<file path="config.mk">
export PLATFORM = sky130hd
export DESIGN_NAME = uart_frame_engine
export DESIGN_NICKNAME = d
export VERILOG_FILES = /design/src/rtl/sfe_pkg.sv /design/src/rtl/sfe_sync.sv /design/src/rtl/sfe_tx.sv /design/src/rtl/sfe_rx.sv /design/src/rtl/uart_frame_engine.sv
export SDC_FILE = /design/constraint.sdc
export NUM_CORES = 1
export LEC_CHECK = 0
export ABC_AREA = 0
export BUFFER_PORTS_ARGS = -buffer_cell sky130_fd_sc_hd__buf_2
export CAP_MARGIN = 30
export CORE_UTILIZATION = 50
export DETAILED_ROUTE_END_ITERATION = 16
export PLACE_DENSITY = 0.72
export SKIP_CTS_REPAIR_TIMING = 1
export SLEW_MARGIN = 15
export SYNTH_ARGS = -nofsm -noshare
export SYNTH_HDL_FRONTEND = slang
export SYNTH_SLANG_ARGS = --single-unit
export TNS_END_PERCENT = 10
</file>
<file path="constraint.sdc">
create_clock -name clk -period 2.4 [get_ports clk]
set_clock_uncertainty 0.1 [all_clocks]
set_input_delay 0.24 -clock clk [delete_from_list [all_inputs] [get_ports clk]]
set_output_delay 0.24 -clock clk [all_outputs]
set_load 0.02 [all_outputs]
</file>
<file path="src/rtl/sfe_pkg.sv">
package sfe_pkg;

    typedef enum logic [2:0] {
        ST_IDLE,
        ST_START,
        ST_DATA,
        ST_PARITY,
        ST_STOP
    } frame_state_t;

    function automatic logic [2:0] last_index(input logic [1:0] code);
        return 3'd4 + {1'b0, code};
    endfunction

    function automatic logic [7:0] char_mask(input logic [1:0] code);
        return 8'hFF >> (2'd3 - code);
    endfunction

    function automatic logic parity_on(input logic [2:0] code);
        return code[2];
    endfunction

    function automatic logic parity_bit(input logic [2:0] code, input logic [7:0] d);
        case (code)
            3'd4:    return ~(^d);
            3'd5:    return 1'b1;
            3'd6:    return ^d;
            default: return 1'b0;
        endcase
    endfunction

endpackage

</file>
<file path="src/rtl/sfe_sync.sv">
module sfe_sync #(
    parameter int STAGES = 2
) (
    input  logic clk,
    input  logic rst_n,
    input  logic d,
    output logic q
);
    logic [STAGES-1:0] chain;

    always_ff @(posedge clk or negedge rst_n) begin
        if (!rst_n) chain <= '1;
        else        chain <= {chain[STAGES-2:0], d};
    end

    assign q = chain[STAGES-1];
endmodule

</file>
<file path="src/rtl/sfe_tx.sv">
module sfe_tx
    import sfe_pkg::*;
#(
    parameter int DIV_W = 16
) (
    input  logic             clk,
    input  logic             rst_n,
    input  logic             enable,
    input  logic [1:0]       width_code,
    input  logic [2:0]       parity_code,
    input  logic             two_stop,
    input  logic [DIV_W-1:0] div,
    input  logic [7:0]       tx_data,
    input  logic             tx_valid,
    output logic             tx_ready,
    output logic             tx_busy,
    output logic             tx_line
);
    frame_state_t     state;
    logic [DIV_W-1:0] cnt;
    logic [2:0]       idx;
    logic [7:0]       shreg;
    logic             pbit;
    logic             second_stop;
    logic             bit_end;

    assign bit_end = (cnt == '0);

    always_ff @(posedge clk or negedge rst_n) begin
        if (!rst_n) begin
            state       <= ST_IDLE;
            cnt         <= '0;
            idx         <= '0;
            shreg       <= '0;
            pbit        <= 1'b0;
            second_stop <= 1'b0;
        end else if (!enable) begin
            state <= ST_IDLE;
        end else begin
            unique case (state)
                ST_IDLE: if (tx_valid) begin
                    shreg <= tx_data & char_mask(width_code);
                    pbit  <= parity_bit(parity_code, tx_data & char_mask(width_code));
                    cnt   <= div - 1'b1;
                    state <= ST_START;
                end
                ST_START: if (bit_end) begin
                    cnt   <= div - 1'b1;
                    idx   <= '0;
                    state <= ST_DATA;
                end else cnt <= cnt - 1'b1;
                ST_DATA: if (bit_end) begin
                    cnt         <= div - 1'b1;
                    shreg       <= shreg >> 1;
                    idx         <= idx + 1'b1;
                    second_stop <= 1'b0;
                    if (idx == last_index(width_code))
                        state <= parity_on(parity_code) ? ST_PARITY : ST_STOP;
                end else cnt <= cnt - 1'b1;
                ST_PARITY: if (bit_end) begin
                    cnt   <= div - 1'b1;
                    state <= ST_STOP;
                end else cnt <= cnt - 1'b1;
                ST_STOP: if (bit_end) begin
                    if (two_stop && !second_stop) begin
                        second_stop <= 1'b1;
                        cnt         <= div - 1'b1;
                    end else state <= ST_IDLE;
                end else cnt <= cnt - 1'b1;
                default: state <= ST_IDLE;
            endcase
        end
    end

    always_comb begin
        tx_busy  = (state != ST_IDLE);
        tx_ready = enable && (state == ST_IDLE);
        unique case (state)
            ST_START:  tx_line = 1'b0;
            ST_DATA:   tx_line = shreg[0];
            ST_PARITY: tx_line = pbit;
            default:   tx_line = 1'b1;
        endcase
    end

    assert_accept_starts_frame_R5: assert property (@(posedge clk) disable iff (!rst_n)
        (tx_valid && tx_ready) |=> (tx_busy && !tx_line));

    assert_disable_idles_tx_R11: assert property (@(posedge clk) disable iff (!rst_n)
        !enable |=> (!tx_busy && tx_line));

endmodule

</file>
<file path="src/rtl/sfe_rx.sv">
module sfe_rx
    import sfe_pkg::*;
#(
    parameter int DIV_W = 16
) (
    input  logic             clk,
    input  logic             rst_n,
    input  logic             enable,
    input  logic [1:0]       width_code,
    input  logic [2:0]       parity_code,
    input  logic [DIV_W-1:0] div,
    input  logic             line_s,
    input  logic             rx_ack,
    output logic [7:0]       rx_data,
    output logic             rx_valid,
    output logic             rx_parity_err,
    output logic             rx_frame_err,
    output logic             rx_overrun
);
    frame_state_t     state;
    logic [DIV_W-1:0] cnt;
    logic [2:0]       idx;
    logic [7:0]       shreg;
    logic             perr;
    logic             bit_end;
    logic             done;

    assign bit_end = (cnt == '0);
    assign done    = enable && (state == ST_STOP) && bit_end;

    always_ff @(posedge clk or negedge rst_n) begin
        if (!rst_n) begin
            state <= ST_IDLE;
            cnt   <= '0;
            idx   <= '0;
            shreg <= '0;
            perr  <= 1'b0;
        end else if (!enable) begin
            state <= ST_IDLE;
        end else begin
            unique case (state)
                ST_IDLE: if (!line_s) begin
                    cnt   <= (div >> 1) - 1'b1;
                    state <= ST_START;
                end
                ST_START: if (bit_end) begin
                    if (!line_s) begin
                        cnt   <= div - 1'b1;
                        idx   <= '0;
                        shreg <= '0;
                        perr  <= 1'b0;
                        state <= ST_DATA;
                    end else state <= ST_IDLE;
                end else cnt <= cnt - 1'b1;
                ST_DATA: if (bit_end) begin
                    shreg[idx] <= line_s;
                    cnt        <= div - 1'b1;
                    idx        <= idx + 1'b1;
                    if (idx == last_index(width_code))
                        state <= parity_on(parity_code) ? ST_PARITY : ST_STOP;
                end else cnt <= cnt - 1'b1;
                ST_PARITY: if (bit_end) begin
                    perr  <= (line_s != parity_bit(parity_code, shreg));
                    cnt   <= div - 1'b1;
                    state <= ST_STOP;
                end else cnt <= cnt - 1'b1;
                ST_STOP: if (bit_end) state <= ST_IDLE;
                         else cnt <= cnt - 1'b1;
                default: state <= ST_IDLE;
            endcase
        end
    end

    always_ff @(posedge clk or negedge rst_n) begin
        if (!rst_n) begin
            rx_data       <= '0;
            rx_valid      <= 1'b0;
            rx_parity_err <= 1'b0;
            rx_frame_err  <= 1'b0;
            rx_overrun    <= 1'b0;
        end else if (done) begin
            rx_data       <= shreg;
            rx_valid      <= 1'b1;
            rx_parity_err <= perr;
            rx_frame_err  <= !line_s;
            rx_overrun    <= rx_valid && !rx_ack;
        end else if (rx_ack) begin
            rx_valid      <= 1'b0;
            rx_parity_err <= 1'b0;
            rx_frame_err  <= 1'b0;
            rx_overrun    <= 1'b0;
        end
    end

    assert_hold_until_ack_R6: assert property (@(posedge clk) disable iff (!rst_n)
        (rx_valid && !rx_ack) |=> rx_valid);

    assert_ack_clears_overrun_R9: assert property (@(posedge clk) disable iff (!rst_n)
        rx_ack |=> !rx_overrun);

    assert_disable_idles_rx_R11: assert property (@(posedge clk) disable iff (!rst_n)
        !enable |=> (state == ST_IDLE));

endmodule

</file>
<file path="src/rtl/uart_frame_engine.sv">
module uart_frame_engine #(
    parameter int DIV_W   = 16,
    parameter int SYNC_ST = 2
) (
    input  logic                 clk,
    input  logic                 rst_n,
    input  logic                 enable,
    input  logic [1:0]           width_code,
    input  logic [2:0]           parity_code,
    input  logic                 two_stop,
    input  logic [2*DIV_W-1:0]   baud_word,
    input  logic [7:0]           tx_data,
    input  logic                 tx_valid,
    output logic                 tx_ready,
    output logic                 tx_busy,
    output logic                 tx_line,
    input  logic                 rx_line,
    input  logic                 rx_ack,
    output logic [7:0]           rx_data,
    output logic                 rx_valid,
    output logic                 rx_parity_err,
    output logic                 rx_frame_err,
    output logic                 rx_overrun
);
    localparam int TX_LO = 0;
    localparam int RX_LO = DIV_W;

    logic [DIV_W-1:0] tx_div;
    logic [DIV_W-1:0] rx_div;
    logic             rx_line_s;

    assign tx_div = baud_word[TX_LO +: DIV_W];
    assign rx_div = baud_word[RX_LO +: DIV_W];

    sfe_tx #(.DIV_W(DIV_W)) u_tx (
        .clk(clk), .rst_n(rst_n), .enable(enable),
        .width_code(width_code), .parity_code(parity_code), .two_stop(two_stop),
        .div(tx_div), .tx_data(tx_data), .tx_valid(tx_valid),
        .tx_ready(tx_ready), .tx_busy(tx_busy), .tx_line(tx_line)
    );

    sfe_sync #(.STAGES(SYNC_ST)) u_sync (
        .clk(clk), .rst_n(rst_n), .d(rx_line), .q(rx_line_s)
    );

    sfe_rx #(.DIV_W(DIV_W)) u_rx (
        .clk(clk), .rst_n(rst_n), .enable(enable),
        .width_code(width_code), .parity_code(parity_code),
        .div(rx_div), .line_s(rx_line_s), .rx_ack(rx_ack),
        .rx_data(rx_data), .rx_valid(rx_valid), .rx_parity_err(rx_parity_err),
        .rx_frame_err(rx_frame_err), .rx_overrun(rx_overrun)
    );
endmodule

</file>
* Yosys cells after proc, flatten, opt, wreduce, memory -nomap -nowiden
Cells that the tools add are included.
** Storage, ports and cells
- Register bits :: 77
- Bits in latches :: 0
- Bits in writable memories :: 0
- Bits in read-only memories :: 0
- Input port bits :: 52
- Output and inout bits :: 15
- Memories kept :: 0
** Cells by class
- Add/sub/neg operators :: 9
- Multiply operators :: 0
- Divide/modulo/power cells :: 0
- Order comparisons :: 2
- Eq/ne operators :: 40
- Shifts and indexed selects :: 1
- Multiplexer cells :: 66
- Bitwise logic cells :: 3
- Reductions and logical operators :: 36
** Operators by type and width (count)
- two-way mux 16 bit :: 9
- one-hot mux 16 bit (4 select lines) :: 1
- subtractor 16 x 1 -> 16 bit, second input constant :: 4
- two-way mux 3 bit :: 21
- one-hot mux 16 bit (3 select lines) :: 1
- two-way mux 8 bit :: 5
- zero test 16 bit :: 2
- one-hot mux 8 bit (2 select lines) :: 2
- inequality test 3 x 2 -> 1 bit, second input constant :: 10
- one-hot mux 3 bit (5 select lines) :: 2
- AND reduction 5 bit :: 4
- parity 8 bit :: 2
- subtractor 15 x 1 -> 16 bit, second input constant :: 1
- == test 3 bit, second input constant :: 5
- two-way mux 1 bit :: 15
- inequality test 3 bit, second input constant :: 5
- inequality test 2 x 1 -> 1 bit, second input constant :: 7
- == test 3 x 2 -> 1 bit, second input constant :: 4
- one-hot mux 3 bit (2 select lines) :: 2
- AND reduction 4 bit :: 3
- nonzero test 2 bit :: 6
- one-hot mux 1 bit (3 select lines) :: 3
- AND 8 bit :: 1
- bitwise mux 8 bit :: 1
- other kinds (24) :: 41

* Longest topological paths before layout
- Depth in word-level cells :: 9
- Gate-level depth with buffers :: 10
- Gate-level depth less buffers :: 8

* Hierarchy
A second synthesis with hierarchy kept.
** Second synthesis, totals
- Cells, all modules :: 691
- Area total of the unflattened synthesis :: 6129.6 um2
** Modules (own cells, without submodules)
- sfe_rx :: instances 1, cells an instance 401, area each 3438.3 um2, seq. area each 1076.0 um2
- sfe_tx :: instances 1, cells an instance 288, area each 2638.8 um2, seq. area each 800.8 um2
- sfe_sync :: instances 1, cells an instance 2, area each 52.6 um2, seq. area each 52.6 um2

* Worst setup path after synthesis
No wires, ideal clock.
- Path kind :: reg-to-reg
- From :: register u_rx.cnt[4]
- To :: register u_rx.state[1]
- Library setup time :: 0.120 ns
- Arrival :: 2.203 ns
- Required time :: 2.180 ns
- Slack :: -0.023 ns
- Stages on the path, launching flop included :: 8
- Path buffers :: 1
- Clock period less this slack :: 2.423 ns
- Cells stage by stage :: dfrtp_1 or4_1 buf_2 or3_4 or3_1 a21oi_1 nor2_1 a31o_1
** On the way
- Cells in the longest elaborated chain, start to end :: 3
- Elaborated cells on any way between the ends :: 6
- Classes of those cells :: eq/ne: 4; reduce/logical: 2
** RTL lines
- from (decl) :: line sfe_rx.sv:21 : logic [DIV_W-1:0] cnt;
- from (signal assigned) :: line sfe_rx.sv:43 : cnt <= (div >> 1) - 1'b1;
- from (signal assigned) :: line sfe_rx.sv:48 : cnt <= div - 1'b1;
- from (signal assigned) :: line sfe_rx.sv:54 : end else cnt <= cnt - 1'b1;
- zero test 16 bit (*) :: line sfe_rx.sv:28 : assign bit_end = (cnt == '0);
- inequality test 3 x 2 -> 1 bit (no source line)
- AND reduction 6 bit (no source line) (*)
- to (signal assigned) :: line sfe_rx.sv:60 : state <= parity_on(parity_code) ? ST_PARITY : ST_STOP;
- to (decl) :: line sfe_rx.sv:20 : frame_state_t state;
Every way passes the cells marked *; elsewhere a longest branch is shown, timed or not.
A chain may end at the register's enable or synchronous reset.

* Final worst setup path
- From :: register u_rx.cnt[8]
- To :: register u_rx.state[1]
The elaborated chain is that of the path after synthesis.

==> results list <==
- The run finished, with violations left.
- The checks that failed: hold timing.
- Syn Std Cell Area: 0.005752 mm²
- Port bufs: 66
- Clock buffers created by TritonCTS: 9
- The final critical path takes up 98.75% of the cycle.
- The number of antenna violations at the first check in global routing was 0.
* Path class of the lowest-slack min-delay path: in2reg
- Initial Utilization: 52.14%
- Counting cells, the worst reg-to-reg path comes to 6.
- In the synthesized netlist, the number of instances is 704.
* Layout cell share with drive strength beyond 1: 22.11%
- Category of the most critical setup path: reg2reg
- Data on the critical path arrives at its endpoint at 2.50 ns.
- Dividing the detail-routed wire length by the instance count gives 16.39 µm.
* Setup repair after global routing missed its margin: true
* Clock tree buffer depth: 2
- The number of global-route vias before repair is 5379.
- Number of violations of the max-capacitance limit: 0
* Routability-driven placement congestion ratio: 0.8879
* Average vias per placed instance: 6.046
* Origin of the critical flop-to-flop path: u_rx.cnt[8]$_DFFE_PN0P_
- In the synthesized netlist the async set-or-reset flop fraction comes to 100.0%.
- In this run the clock root is driven by a sky130_fd_sc_hd__clkbuf_16.
- Endpoint with the worst hold slack: u_rx.rx_overrun$_DFFE_PN0P_
* Critical Path RT: 2.53 ns
- The number of antenna diodes in the final layout is 0.
- Portion of the post-synthesis area used by sequential elements: 33.54%
* Non-filler cells, final: 945
- The die covers 0.01194 mm².
* Cell Count Post-Placement: 926
- Post-synth EDFFs: 0
* Final critical path time including I/O delays and setup: 2.370 ns
- Number of ports placed on the die boundary: 67
- Maximum ir drop on the vdd rail: 0.4868 mV
- Total grt overflow: 0
- Overall Global Routing Usage: 27.68%
- TritonCTS clock tree: done
* Setup violation total in the final timing report: 0
- After clock tree synthesis, the clock-pin slew on the worst setup and hold paths is 0.06 ns.
- Summed over all cells, the static leakage comes to 3.078 nW.
* Synth Area per Inst: 8.170 µm²
- Yosys printed 0 warnings.
- Max transition margin: 54.28%
- Flip-flop and latch count after synthesis: 77
- Residual DRC: 0
- Hold Vio Cnt, Final: 1
- The number of nets handed over by synthesis was 765.
- Number of nets still failing antenna checks after routing: 0
- Max Transition Viols Final: 0
- The worst setup path is launched from a flop.
* Via count: 5713
- Placeable core region: 0.01103 mm²
* Final #Nets: 861
- Top achievable clock speed: 421.9 MHz
* HPWL reported at the end of detailed placement: 11.34 mm
- At the pin with the least slew margin, the transition time is 0.6806 ns.
- Count of distinct cell types in the synthesized netlist: 74
- Routed wire length: 15.49 mm
- Synthesis-to-layout area growth: 21.32%
- Among all flip-flop cells after synthesis, the most frequent one is sky130_fd_sc_hd__dfrtp_1.
- Global-route wire length before repair: 26.05 mm
- For this block, the initial DRC count from the detailed router was 461.
- STA classifies the critical path endpoint as a flop.
- The worst register-to-register path has a setup slack of 0.03 ns.
- In this run the worst path has a maximum fanout of 4.
- Die Height: 109.3 µm
* Smallest hold slack: -0.01345 ns
- Endpoint of the worst-slack reg-to-reg timing path: u_rx.state[1]$_DFFE_PN0P_
- In this run the number of H-tree levels came out at 3.
- Along the worst hold path, the cell count comes to 2.
- Row cnt: 38
- Width of the die: 109.3 µm
- Clock sink count: 77
- Launch instance of the worst min-delay path: rx_ack
* Ratio of total power to cell area: 773.6 mW/mm²
- Maximum number of pins on one net before global-route repair: 48
- Insertion delay of the later-clocked pin in the worst-skew pair: 0.34 ns
* Detailed-routing iteration count for the pre-antenna-repair pass: 7
-- report_power, final --
part	internal [mW]	leakage, nW	switching, mW	total, mW
clock	0.815	0.147	0.571	1.39
combinational	0.914	1.95	1.28	2.19
sequential	1.58	0.982	0.238	1.82
total	3.31	3.08	2.09	5.40
-- synth_stat cells (all sizes together) (3+ instances only) --
library cell | count | area share (%)
o32ai | 4 | 0.61
nand3 | 19 | 1.8
and2 | 9 | 0.98
or3 | 12 | 1.4
dfrtp | 75 | 33
ha | 9 | 2.0
and3 | 11 | 1.2
o31ai | 9 | 1.2
a32oi | 4 | 0.61
a21boi | 4 | 0.52
o21ai | 86 | 7.5
a211oi | 3 | 0.39
nor2 | 74 | 5.2
or4 | 9 | 1.2
xnor2 | 38 | 5.8
nor4 | 14 | 2.0
clkbuf | 37 | 2.4
a22o | 5 | 0.76
nor2b | 7 | 0.76
nand4 | 6 | 0.65
o21a | 5 | 0.65
o311ai | 4 | 0.61
nor3b | 6 | 0.78
mux2 | 9 | 2.0
a21oi | 35 | 3.0
inv | 22 | 1.4
buf | 8 | 0.80
nand3b | 5 | 0.65
mux2i | 11 | 1.9
a22oi | 4 | 0.52
nor3 | 20 | 1.7
o221ai | 3 | 0.46
a31oi | 9 | 0.98
o22ai | 5 | 0.54
xor2 | 26 | 4.0
o41ai | 3 | 0.46
nand2 | 58 | 3.8
o22a | 4 | 0.61
nand2b | 8 | 0.87
-- critical path, stage by stage, from the launching register on --
cell and delay [ns]:
sky130_fd_sc_hd__dfrtp_1 0.38, sky130_fd_sc_hd__or4_4 0.57, sky130_fd_sc_hd__or3_4 0.39, sky130_fd_sc_hd__or3_4 0.40, sky130_fd_sc_hd__a21oi_1 0.14, sky130_fd_sc_hd__nor2_1 0.07, sky130_fd_sc_hd__a31o_1 0.21
-- cells in the final DEF, fill, tap and decap left out, types with 5 or more instances in the layout --
cell and instances:
sky130_fd_sc_hd__or4_1 7, sky130_fd_sc_hd__dfrtp_1 75, sky130_fd_sc_hd__a31oi_1 9, sky130_fd_sc_hd__nor3_1 20
sky130_fd_sc_hd__ha_1 9, sky130_fd_sc_hd__and3_1 10, sky130_fd_sc_hd__xnor2_1 38, sky130_fd_sc_hd__buf_2 65
sky130_fd_sc_hd__mux2_2 5, sky130_fd_sc_hd__buf_4 57, sky130_fd_sc_hd__a21oi_1 34, sky130_fd_sc_hd__and2_1 5
sky130_fd_sc_hd__nor2b_1 7, sky130_fd_sc_hd__nand2b_1 8, sky130_fd_sc_hd__clkbuf_16 9, sky130_fd_sc_hd__nor4_1 9
sky130_fd_sc_hd__nor3b_1 6, sky130_fd_sc_hd__xor2_1 26, sky130_fd_sc_hd__o21a_1 5, sky130_fd_sc_hd__o31ai_1 8
sky130_fd_sc_hd__o21ai_0 80, sky130_fd_sc_hd__o22ai_1 5, sky130_fd_sc_hd__nand3b_1 5, sky130_fd_sc_hd__or3_1 9
sky130_fd_sc_hd__a22o_1 5, sky130_fd_sc_hd__mux2i_1 11, sky130_fd_sc_hd__nand3_1 17, sky130_fd_sc_hd__buf_12 5
sky130_fd_sc_hd__nand4_1 6, sky130_fd_sc_hd__nor2_1 72, sky130_fd_sc_hd__inv_1 22, sky130_fd_sc_hd__nand2_1 57
-- kinds of logic after synthesis --
group / share of synthesized area, %
simple gates: 23.93
compound gates: 21.84
flops: 33.54
buf+inv: 4.655
xor+xnor: 10.14
mux: 3.937
fa+ha+maj: 1.958
-- routing by layer --
metal / wire, µm / share of wire [%] / track usage (%) / vias to the layer above
met5: 0 / 0 / 0 / -
met4: 242 / 1.6 / 8.667 / 0
met3: 836 / 5.4 / 2.809 / 21
met2: 7604 / 49 / 46.99 / 201
met1: 6809 / 44 / 37.05 / 2747
li1: - / - / - / 2744
-- worst max-delay path by stage --
stage / start / end / depth (start not counted) / slack [ns]
2_1_floorplan: u_rx.cnt[4]$_DFFE_PN0P_ / u_rx.rx_data[1]$_DFFE_PN0P_ / 7 / -0.01
3_3_place_gp: u_rx.cnt[10]$_DFFE_PN0P_ / u_rx.state[1]$_DFFE_PN0P_ / 6 / -0.04
3_5_place_dp: u_rx.cnt[6]$_DFFE_PN0P_ / u_rx.state[1]$_DFFE_PN0P_ / 6 / -0.04
4_1_cts: u_rx.cnt[6]$_DFFE_PN0P_ / u_rx.shreg[4]$_DFFE_PN0P_ / 6 / -0.07
5_1_grt: u_rx.cnt[8]$_DFFE_PN0P_ / u_rx.cnt[1]$_DFFE_PN0P_ / 7 / -0.08
6_report: u_rx.cnt[8]$_DFFE_PN0P_ / u_rx.state[1]$_DFFE_PN0P_ / 6 / 0.03
-- registers in the layout, indices dropped and copies added, names as in the netlist, 2 cells and up --
register and count:
u_rx.rx_data 8, u_tx.idx 3, u_rx.cnt 16, u_sync.chain 2, u_rx.state 3, u_tx.state 3
u_tx.shreg 8, u_rx.shreg 8, u_tx.cnt 16, u_rx.idx 3
-- stage by stage --
stage	worst slack [ns]	setup TNS (ns)	total power, mW	area [µm²]	util (%)
detailed placement	-0.04328	-0.09775	3.960	6595	59.79
global placement	-0.03984	-0.03984	3.881	6595	59.79
finish	0.02990	0	5.398	6978	63.26
global route	-0.08229	-0.2630	5.759	6978	63.26
CTS	-0.06527	-0.2367	5.367	6894	62.50
floorplan	-0.01198	-0.04792	3.201	5754	-
-- layout make-up --
class                   count  area [µm²]
fillers                   971        4053
multi-input cells         560        3611
flip-flops and latches     77        1929
repair buffers            130       880.8
clock buffers              10       229.0
well taps                 140       175.2
inverters                  22       82.58
clock inverters             6       70.07
(Power assumes the default switching activity.)
